$ cat src/rtl/spt_pkg.sv
package spt_pkg;

  typedef enum logic [1:0] {
    CLS_IDLE      = 2'b00,
    CLS_HIT       = 2'b01,
    CLS_PAGE_MISS = 2'b10,
    CLS_BANK_MISS = 2'b11
  } accessClass_e;

  // Strobes from the control decision to the datapath registers.
  typedef struct packed {
    logic         capture;
    logic         flushAll;
    logic         openTarget;
    logic         precharge;
    accessClass_e cls;
  } trackStrobes_t;

endpackage

$ cat src/rtl/spt_addr_split.sv
module spt_addr_split #(
  parameter int ADDR_W = 32,
  parameter int ROW_W  = 13,
  parameter int CS_W   = 2,
  parameter int BANK_W = 2,
  parameter int COL_W  = 9
) (
  input  logic [ADDR_W-1:0] addr,
  input  logic              isMode4,
  input  logic              isWide,
  output logic [ROW_W-1:0]  row,
  output logic [COL_W-1:0]  col,
  output logic [CS_W-1:0]   cs,
  output logic [BANK_W-1:0] bank
);
  localparam int UPPER_W = BANK_W + CS_W + ROW_W;
  localparam int WORD_W  = COL_W + UPPER_W;

  logic [WORD_W-1:0]  wordAddr;
  logic [UPPER_W-1:0] upperAddr;
  logic               unusedAddrBits;

  assign unusedAddrBits = ^{addr[1:0], addr[ADDR_W-1:WORD_W+3]};

  always_comb begin
    // Drop the byte offset: 4-byte or 8-byte words.
    wordAddr  = isWide ? addr[3 +: WORD_W] : addr[2 +: WORD_W];
    // Reduced mode takes one column bit fewer.
    upperAddr = isMode4 ? wordAddr[COL_W-1 +: UPPER_W] : wordAddr[COL_W +: UPPER_W];
    col       = isMode4 ? {1'b0, wordAddr[COL_W-2:0]} : wordAddr[COL_W-1:0];
    bank      = upperAddr[BANK_W-1:0];
    cs        = upperAddr[BANK_W +: CS_W];
    row       = upperAddr[BANK_W+CS_W +: ROW_W];
  end
endmodule

$ cat src/rtl/spt_control.sv
module spt_control import spt_pkg::*; (
  input  logic          reqValid,
  input  logic          prechargeAll,
  input  logic          rowMatch,
  input  logic          targetActive,
  input  logic          sameBank,
  input  logic          lastValid,
  input  logic          lastActive,
  output trackStrobes_t strobes
);
  logic liveLast;
  logic isHit;
  logic isPageMiss;

  always_comb begin
    // A flush in the same cycle wins over the stored state.
    liveLast   = lastValid && !prechargeAll;
    isHit      = !prechargeAll && targetActive && rowMatch;
    isPageMiss = liveLast && sameBank && !isHit;

    strobes          = '0;
    strobes.flushAll = prechargeAll;
    strobes.capture  = reqValid;
    if (reqValid) begin
      strobes.openTarget = !isHit;
      strobes.precharge  = !isHit && liveLast && lastActive;
      if (isHit)           strobes.cls = CLS_HIT;
      else if (isPageMiss) strobes.cls = CLS_PAGE_MISS;
      else                 strobes.cls = CLS_BANK_MISS;
    end
  end
endmodule

$ cat src/rtl/spt_datapath.sv
module spt_datapath import spt_pkg::*; #(
  parameter int ADDR_W = 32,
  parameter int ROW_W  = 13,
  parameter int CS_W   = 2,
  parameter int BANK_W = 2,
  parameter int COL_W  = 9
) (
  input  logic              clk,
  input  logic              rstN,
  input  logic [ADDR_W-1:0] reqAddr,
  input  logic              reqMode4,
  input  logic              reqWide,
  input  trackStrobes_t     strobes,
  output logic              rowMatch,
  output logic              targetActive,
  output logic              sameBank,
  output logic              lastValid,
  output logic              lastActive,
  output logic              respValid,
  output logic [1:0]        respClass,
  output logic [ROW_W-1:0]  respRow,
  output logic [COL_W-1:0]  respCol,
  output logic [CS_W-1:0]   respCs,
  output logic [BANK_W-1:0] respBank,
  output logic              respActivate,
  output logic              respPrecharge,
  output logic [CS_W-1:0]   respPreCs,
  output logic [BANK_W-1:0] respPreBank
);
  localparam int IDX_W     = CS_W + BANK_W;
  localparam int NUM_BANKS = 1 << IDX_W;

  logic [ROW_W-1:0]  reqRow;
  logic [COL_W-1:0]  reqCol;
  logic [CS_W-1:0]   reqCs;
  logic [BANK_W-1:0] reqBank;
  logic [IDX_W-1:0]  targetIdx;
  logic [IDX_W-1:0]  lastIdx;

  logic [NUM_BANKS-1:0] activeFlags;
  logic [ROW_W-1:0]     openRow [NUM_BANKS];

  spt_addr_split #(
    .ADDR_W(ADDR_W), .ROW_W(ROW_W), .CS_W(CS_W), .BANK_W(BANK_W), .COL_W(COL_W)
  ) u_split (
    .addr   (reqAddr),
    .isMode4(reqMode4),
    .isWide (reqWide),
    .row    (reqRow),
    .col    (reqCol),
    .cs     (reqCs),
    .bank   (reqBank)
  );

  assign targetIdx    = {reqCs, reqBank};
  assign rowMatch     = (openRow[targetIdx] == reqRow);
  assign targetActive = activeFlags[targetIdx];
  assign sameBank     = (lastIdx == targetIdx);
  assign lastActive   = activeFlags[lastIdx];

  // Row storage per bank, written on each activate.
  genvar gi;
  generate
    for (gi = 0; gi < NUM_BANKS; gi++) begin : g_row
      always_ff @(posedge clk) begin
        if (strobes.openTarget && (targetIdx == IDX_W'(gi)))
          openRow[gi] <= reqRow;
      end
    end
  endgenerate

  // Open flags and last-accessed bank. Later statements take priority.
  always_ff @(posedge clk or negedge rstN) begin
    if (!rstN) begin
      activeFlags <= '0;
      lastIdx     <= '0;
      lastValid   <= 1'b0;
    end else begin
      if (strobes.flushAll) begin
        activeFlags <= '0;
        lastValid   <= 1'b0;
      end
      if (strobes.precharge)  activeFlags[lastIdx]   <= 1'b0;
      if (strobes.openTarget) activeFlags[targetIdx] <= 1'b1;
      if (strobes.capture) begin
        lastIdx   <= targetIdx;
        lastValid <= 1'b1;
      end
    end
  end

  // Registered response.
  always_ff @(posedge clk or negedge rstN) begin
    if (!rstN) begin
      respValid     <= 1'b0;
      respClass     <= 2'b00;
      respRow       <= '0;
      respCol       <= '0;
      respCs        <= '0;
      respBank      <= '0;
      respActivate  <= 1'b0;
      respPrecharge <= 1'b0;
      respPreCs     <= '0;
      respPreBank   <= '0;
    end else begin
      respValid <= strobes.capture;
      if (strobes.capture) begin
        respClass     <= strobes.cls;
        respRow       <= reqRow;
        respCol       <= reqCol;
        respCs        <= reqCs;
        respBank      <= reqBank;
        respActivate  <= strobes.openTarget;
        respPrecharge <= strobes.precharge;
        respPreCs     <= lastIdx[BANK_W +: CS_W];
        respPreBank   <= lastIdx[BANK_W-1:0];
      end
    end
  end
endmodule

$ cat src/rtl/spt_page_tracker.sv
module spt_page_tracker import spt_pkg::*; #(
  parameter int ADDR_W = 32,
  parameter int ROW_W  = 13,
  parameter int CS_W   = 2,
  parameter int BANK_W = 2,
  parameter int COL_W  = 9
) (
  input  logic              clk,
  input  logic              rstN,
  input  logic              reqValid,
  input  logic [ADDR_W-1:0] reqAddr,
  input  logic              reqMode4,
  input  logic              reqWide,
  input  logic              prechargeAll,
  output logic              respValid,
  output logic [1:0]        respClass,
  output logic [ROW_W-1:0]  respRow,
  output logic [COL_W-1:0]  respCol,
  output logic [CS_W-1:0]   respCs,
  output logic [BANK_W-1:0] respBank,
  output logic              respActivate,
  output logic              respPrecharge,
  output logic [CS_W-1:0]   respPreCs,
  output logic [BANK_W-1:0] respPreBank
);
  trackStrobes_t strobes;
  logic rowMatch, targetActive, sameBank, lastValid, lastActive;

  spt_control u_ctrl (
    .reqValid    (reqValid),
    .prechargeAll(prechargeAll),
    .rowMatch    (rowMatch),
    .targetActive(targetActive),
    .sameBank    (sameBank),
    .lastValid   (lastValid),
    .lastActive  (lastActive),
    .strobes     (strobes)
  );

  spt_datapath #(
    .ADDR_W(ADDR_W), .ROW_W(ROW_W), .CS_W(CS_W), .BANK_W(BANK_W), .COL_W(COL_W)
  ) u_dp (
    .clk          (clk),
    .rstN         (rstN),
    .reqAddr      (reqAddr),
    .reqMode4     (reqMode4),
    .reqWide      (reqWide),
    .strobes      (strobes),
    .rowMatch     (rowMatch),
    .targetActive (targetActive),
    .sameBank     (sameBank),
    .lastValid    (lastValid),
    .lastActive   (lastActive),
    .respValid    (respValid),
    .respClass    (respClass),
    .respRow      (respRow),
    .respCol      (respCol),
    .respCs       (respCs),
    .respBank     (respBank),
    .respActivate (respActivate),
    .respPrecharge(respPrecharge),
    .respPreCs    (respPreCs),
    .respPreBank  (respPreBank)
  );
endmodule

$ cat config.mk
export PLATFORM = sky130hd
export DESIGN_NAME = spt_page_tracker
export DESIGN_NICKNAME = d
export VERILOG_FILES = /design/src/rtl/spt_pkg.sv /design/src/rtl/spt_addr_split.sv /design/src/rtl/spt_control.sv /design/src/rtl/spt_datapath.sv /design/src/rtl/spt_page_tracker.sv
export SDC_FILE = /design/constraint.sdc
export NUM_CORES = 1
export LEC_CHECK = 0
export ABC_AREA = 1
export CELL_PAD_IN_SITES_DETAIL_PLACEMENT = 0
export CELL_PAD_IN_SITES_GLOBAL_PLACEMENT = 1
export CORE_MARGIN = 10
export CORE_UTILIZATION = 46
export CTS_CLUSTER_SIZE = 30
export DETAILED_ROUTE_END_ITERATION = 6
export PLACE_DENSITY = 0.91
export RECOVER_POWER = 50
export SLEW_MARGIN = 20
export SYNTH_ARGS = -nofsm -noshare
export SYNTH_HDL_FRONTEND = slang
export SYNTH_SLANG_ARGS = --single-unit
$ cat constraint.sdc
create_clock -name clk -period 2.55 [get_ports clk]
set_input_delay 0.51 -clock clk [delete_from_list [all_inputs] [get_ports clk]]
set_output_delay 0.51 -clock clk [all_outputs]
set_load 0.01 [all_outputs]
* Word level (Yosys, flattened, before mapping)
Memories as Yosys holds them, arrays and structs flattened. Cells that the tools add are included.
Cells by class: $lt $le $gt $ge 4, eq/ne operators 17, muxes and demuxes 96, bitwise logic cells 3, reductions and logical operators 44
Operator list (count):
- 13-bit 2-to-1 mux | 15
- 13-bit OR reduction | 15
- 4-bit 2-to-1 mux | 16
- 1-bit 2-to-1 mux | 54
- 16-bit 2-to-1 mux | 3
- 4-bit == test, second input constant | 8
- 26-bit 2-to-1 mux | 1
- 1-bit logical AND | 25
- 17-bit 2-to-1 mux | 1
- 16-bit bitwise AND | 1
- 4-bit by 3-bit == test with 1-bit output, second input constant | 4
- 16-bit NOT | 1
- 16-bit OR | 1
- 13-bit == test | 1
- 4-bit by 5-bit < comparator with 1-bit output, second input constant | 2
- 9-bit 2-to-1 mux | 1
- 1-bit binary-select mux with 4-bit select | 2
- 1-bit demux with 4-bit select | 2
- 4-bit by 2-bit == test with 1-bit output, second input constant | 2
- 4-bit by 1-bit >= comparator with 1-bit output, second input constant | 2
- 4-bit by 1-bit == test with 1-bit output, second input constant | 1
- 4-bit == test | 1
- 4-bit logical NOT | 1
- 1-bit logical NOT | 2
- other kinds (2) | 2
Word-level totals: bits in registers 56, bits in writable memories 208, bits of input ports 38, memories 1
Memories:
- u_dp.openRow | depth 16, width 13, rd ports 1, clocked after Yosys merged registers in 0, write ports 1, line spt_datapath.sv:41 | logic [ROW_W-1:0] openRow [NUM_BANKS];

* Longest topological paths before layout
depth after elaboration 30, depth in mapped cells 23

* Modules after synthesis
A second synthesis with hierarchy kept.
Second synthesis, totals: cells, all modules 1233, area, all modules 11639.9 um^2
By module, submodules not included:
- spt_datapath | instances 1, cells each 1079, area each 10919.2 um^2, seq. area each 7547.2 um^2
- spt_addr_split | instances 1, cells each 141, area each 654.4 um^2, seq. area each 0.0 um^2
- spt_control | instances 1, cells each 13, area each 66.3 um^2, seq. area each 0.0 um^2

* Worst setup path before layout
OpenSTA, ideal clock, no wires.
path kind input port to flip-flop, from in reqWide, to mem u_dp.openRow[11][0] (enable), arrival time 2917 ps, required time 2201 ps, setup slack -716 ps, stages 14, path buffers 3, cell sequence buf_6 > clkbuf_1 > o21ai_0 > inv_1 > o21ai_0 > inv_1 > nor2_1 > nor2_1 > nand3_1 > nor2_2 > nand2_4 > buf_2 > nand3_1 > inv_1
Between the ends: elaborated cells on any way between the ends 119
RTL lines:
- from (decl) | line spt_page_tracker.sv:13 | input logic reqWide,
- 26-bit 2-to-1 mux (*) | line spt_addr_split.sv:27 | wordAddr = isWide ? addr[3 +: WORD_W] : addr[2 +: WORD_W];
- 17-bit 2-to-1 mux (*) | line spt_addr_split.sv:29 | upperAddr = isMode4 ? wordAddr[COL_W-1 +: UPPER_W] : wordAddr[COL_W +: UPPER_W];
- named net u_dp.reqRow[5] | line spt_datapath.sv:33 | logic [ROW_W-1:0] reqRow;
- 13-bit == test (*) | line spt_datapath.sv:56 | assign rowMatch = (openRow[targetIdx] == reqRow);
- 1-bit logical AND (*) | line spt_control.sv:18 | isHit = !prechargeAll && targetActive && rowMatch;
- 1-bit logical NOT (*) | line spt_control.sv:25 | strobes.openTarget = !isHit;
- 4-bit 2-to-1 mux (*) | line spt_control.sv:24 | if (reqValid) begin
- 1-bit logical AND | line spt_datapath.sv:66 | if (strobes.openTarget && (targetIdx == IDX_W'(gi)))
- 1-bit 2-to-1 mux | line spt_datapath.sv:66
- 1-bit 2-to-1 mux (implied by the code) | line spt_datapath.sv:67 | openRow[gi] <= reqRow;
- 13-bit OR reduction (no source line)
- 4-bit 2-to-1 mux (no source line) / 1-bit 2-to-1 mux (equally long branches) (15 in series)
- to (decl) | line spt_datapath.sv:41
The timed path passes the listed nets; every way through them passes the cells marked *. The select of a mux whose other input is x is not followed.

* Final worst setup path
from in reqWide, to mem u_dp.openRow[0][7] (enable)
Between the ends: longest elaborated chain between the ends 27, elaborated cells on any way between the ends 119
Ends and longest elaborated chain (line):
- 26-bit 2-to-1 mux (*) | spt_addr_split.sv:27
- 17-bit 2-to-1 mux (*) | spt_addr_split.sv:29
- parallel branches: the longest is 25 deep, another holds memory 16 x 13 bit
Every way passes the cells marked *. The select of a mux whose other input is x is not followed.

==> results.cfg <==
[worst_hold_path]
min_path_type = in -> async

[sta]
max_freq_ghz = 0.346
min_period_ps = 2890
rsz0062_at_grt = true
setup_ws_ps = -341
slew_headroom_pct = -11.9
worst_slew_pin_slew_ps = 1680
clock_skew_ps = 28.4
period_share_pct = 113
hold_viol = 0
slew_viol_final = 61
setup_viol = 227

[finish]
n_antenna_cell = 0
postLayoutCoreUtil_pct = 63.0
drive_gt1_share_pct = 20.0
fin_area_sq_um = 17100
num-fill-cells = 2046
final_cells = 2039
syn_to_final_growth_pct = 34.3
multiInputGateArea_sq_um = 4590
nNetsFinal = 1686
seq_area_sq_um = 7520

[die]
die-width_um = 186
core_area_sq_um = 27100
rows = 60
die_y_um = 186
start_util_pct = 46.9
num_io_pins = 73
die_area_sq_um = 34700

[synth]
syn_nets = 1472
synth_area_leaders = edfxtp_1, nand2_1, dfrtp_1
postSynthCellCount = 1434
ys_ff_latch = 259
synth_cell_types = 37
yosys.area.top_type = edfxtp_1
synth_seq_area_share_pct = 59.2
syn-cell-area_sq_um = 12700
synth_top_area_share_pct = 49.2
syn_area_per_cell_sq_um = 8.86
synth_warnings = 0

[routing]
wire_per_inst_um = 20.4
drtAntennaViolNets = 0
via_per_inst = 5.46
drc = 0
dr.first_iter.drc_count = 1336
num_vias = 11133
first_pass_iters = 7
drt-total-wl_mm = 41.6

[clock_network]
numCtsBuffers = 28
cts-root-buf = clkbuf_16
clock_latency_ps = 560
htreeDepth = 1
clkTransAtPathRegs_ps = 70
cts_sinks = 259
cts_buffer_depth = 3
cts_tree = done

[placement]
routabilityCongestion = 0.851
dp_hpwl_mm = 21.9
placed_cell_area_sq_um = 14800
dpl_worst_slack_ps = -1500
port_buffers = 67
dp.cells = 1918

[setup_path]
crit_fanout = 8
arrival_ps = 3140
worstPathRequired_ps = 2790
critPathCaptureType = register
critical_path_class = in -> reg
startpoint_type = primary input

[grt]
grt_max_degree = 52
antenna_found_initial = 0
first_global_vias = 10656
grt_first_pass_wirelength_mm = 60.4
overflow = 0
grt_use_total_pct = 22.6

[power_and_ir_drop]
p_int_uw = 7880
p_per_area_nw_per_um2 = 645
vdd_ir_drop_max_v = 0.000441
comb_power_share_pct = 20.1
switching_power_uw = 3130
seq_power_share_pct = 44.6
sw_frac_of_total_pct = 28.4
p_leak_uw = 0.00761
p_clk_share_pct = 35.3

[run]
cap_violations = 2

[status]
status = finished, violations left
failed_checks = capacitance limit, slew limit, setup timing
state kept, by name (all words and copies together) (netlist names):
signal / flops
u_dp.activeFlags: 16
u_dp.respValid: 1
u_dp.respPreCs: 2
u_dp.respActivate: 1
u_dp.openRow: 208
u_dp.respCs: 1
u_dp.respRow: 13
u_dp.lastIdx: 2
u_dp.respPrecharge: 1
u_dp.respPreBank: 2
u_dp.respBank: 1
u_dp.lastValid: 1
u_dp.respCol: 9
u_dp.respClass: 1
worst max-delay path: stages:
cell and delay, ps:
buf_12 130, buf_6 130, nand2_4 60, o21ai_4 60
buf_6 130, nand2_4 60, o21ai_4 70, buf_12 160
clkbuf_16 170, nand2_1 70, nand2_1 60, nand2_1 80
nand3_2 110, nor2_4 200, nand2_1 80, nor2_1 150
nand2_1 100, nor2_2 140, nand2_4 130, buf_12 180
nand3_4 90, clkinvlp_4 240
placed cells by master (no fill, tap or decap), types with 5 or more instances in the layout:
cell type	instances
o21ai_2	9
o21ai_1	51
nand2_1	511
nand4_1	18
nand3b_1	57
nand3_1	17
o21ai_0	72
clkinv_1	10
a21boi_0	8
clkdlybuf4s50_1	53
dfrtp_1	51
clkbuf_16	33
buf_12	20
buf_8	5
buf_16	14
buf_6	23
nor2_2	6
a21oi_1	17
nand3_4	18
inv_8	20
nand2_2	23
edfxtp_1	208
inv_6	6
nand2_4	9
nand3_2	7
o21ai_4	6
clkbuf_1	15
buf_4	98
inv_1	166
nor2_1	63
clkinvlp_4	5
worst paths after layout:
check / from / endpoint / slack [ps] / depth (start not counted)
worst max-delay path: reqWide / u_dp.openRow[0][7] / -340 / 22
worst min-delay path: rstN / u_dp.respRow[5] / 390 / 2
worst max register to register: u_dp.respBank[0] / u_dp.activeFlags[2] / -80 / 9
worst min register to register: u_dp.respRow[1] / u_dp.respRow[1] / 480 / 2
max in group asynchronous: rstN / u_dp.respCol[0] / 1270 / 2
min in group clk: reqWide / u_dp.respCol[8] / 390 / 5
power by group through the flow:
stage                     Combinational [uW]  Clock (uW)  Sequential [uW]
after detailed placement                1750           0             4990
after global placement                  1730           0             4980
after floorplan                          960           0             5000
final                                   2210        3880             4910
after CTS                               2060        3880             4910
after global routing                    2360        4060             4930
Yosys cell counts (all sizes together):
library cell,count
a21boi,8
a21oi,17
a22oi,1
and2,2
buf,45
clkbuf,30
clkinv,1
dfrtp,51
edfxtp,208
inv,189
nand2,545
nand3,40
nand3b,57
nand4,18
nor2,72
nor3,2
o211ai,1
o21a,1
o21ai,138
o21bai,1
o221ai,1
o22ai,3
xnor2,1
xor2,2
metrics by stage:
| step | setup TNS (ps) | hold WS, ps | total power [uW] |
|---|---|---|---|
| 2_1_floorplan | -13600 | 214 | 5960 |
| 3_3_place_gp | -303560 | 458 | 6710 |
| 3_5_place_dp | -313610 | 472 | 6740 |
| 4_1_cts | -14080 | 145 | 10900 |
| 5_1_grt | -56440 | 404 | 11300 |
| 6_report | -49600 | 389 | 11000 |
timing repair:
item / CTS / global route
gates cloned: 25 / 5
pin swaps: 25 / 41
hold endpoints to repair: 0 / 0
buffers inserted: 31 / 15
endpoints found under the setup margin: 227 / 227
hold buffers: 0 / 0
gates resized for setup: 129 / 83
metal layers:
| layer | GRT usage (%) | routed length, um | share of wire (%) | up-vias |
|---|---|---|---|---|
| met5 | 0 | 0 | 0 | - |
| met4 | 11.6 | 1880 | 4.5 | 0 |
| met3 | 4.56 | 4660 | 11 | 143 |
| met2 | 35.7 | 19500 | 47 | 747 |
| met1 | 29.1 | 15600 | 37 | 5160 |
| li1 | - | - | - | 5083 |
kinds of logic after synthesis:
logic type             share of synthesized area [%]
AO/OA/AOI/OAI                                   7.33
XOR/XNOR                                       0.207
buffers and inverters                           8.65
flip-flops                                      59.2
AND/OR/NAND/NOR                                 24.6
layout make-up:
| type | instances | share of cell area [%] |
|---|---|---|
| Timing Repair Buffer | 244 | 15.6 |
| Clock inverter | 18 | 0.741 |
| Tap cell | 372 | 2.73 |
| Sequential cell | 259 | 44.1 |
| Inverter | 190 | 4.96 |
| Timing Repair inverter | 12 | 0.682 |
| Clock buffer | 31 | 4.30 |
| Multi-Input combinational cell | 913 | 26.9 |
Power figures use the tool's default switching activity.
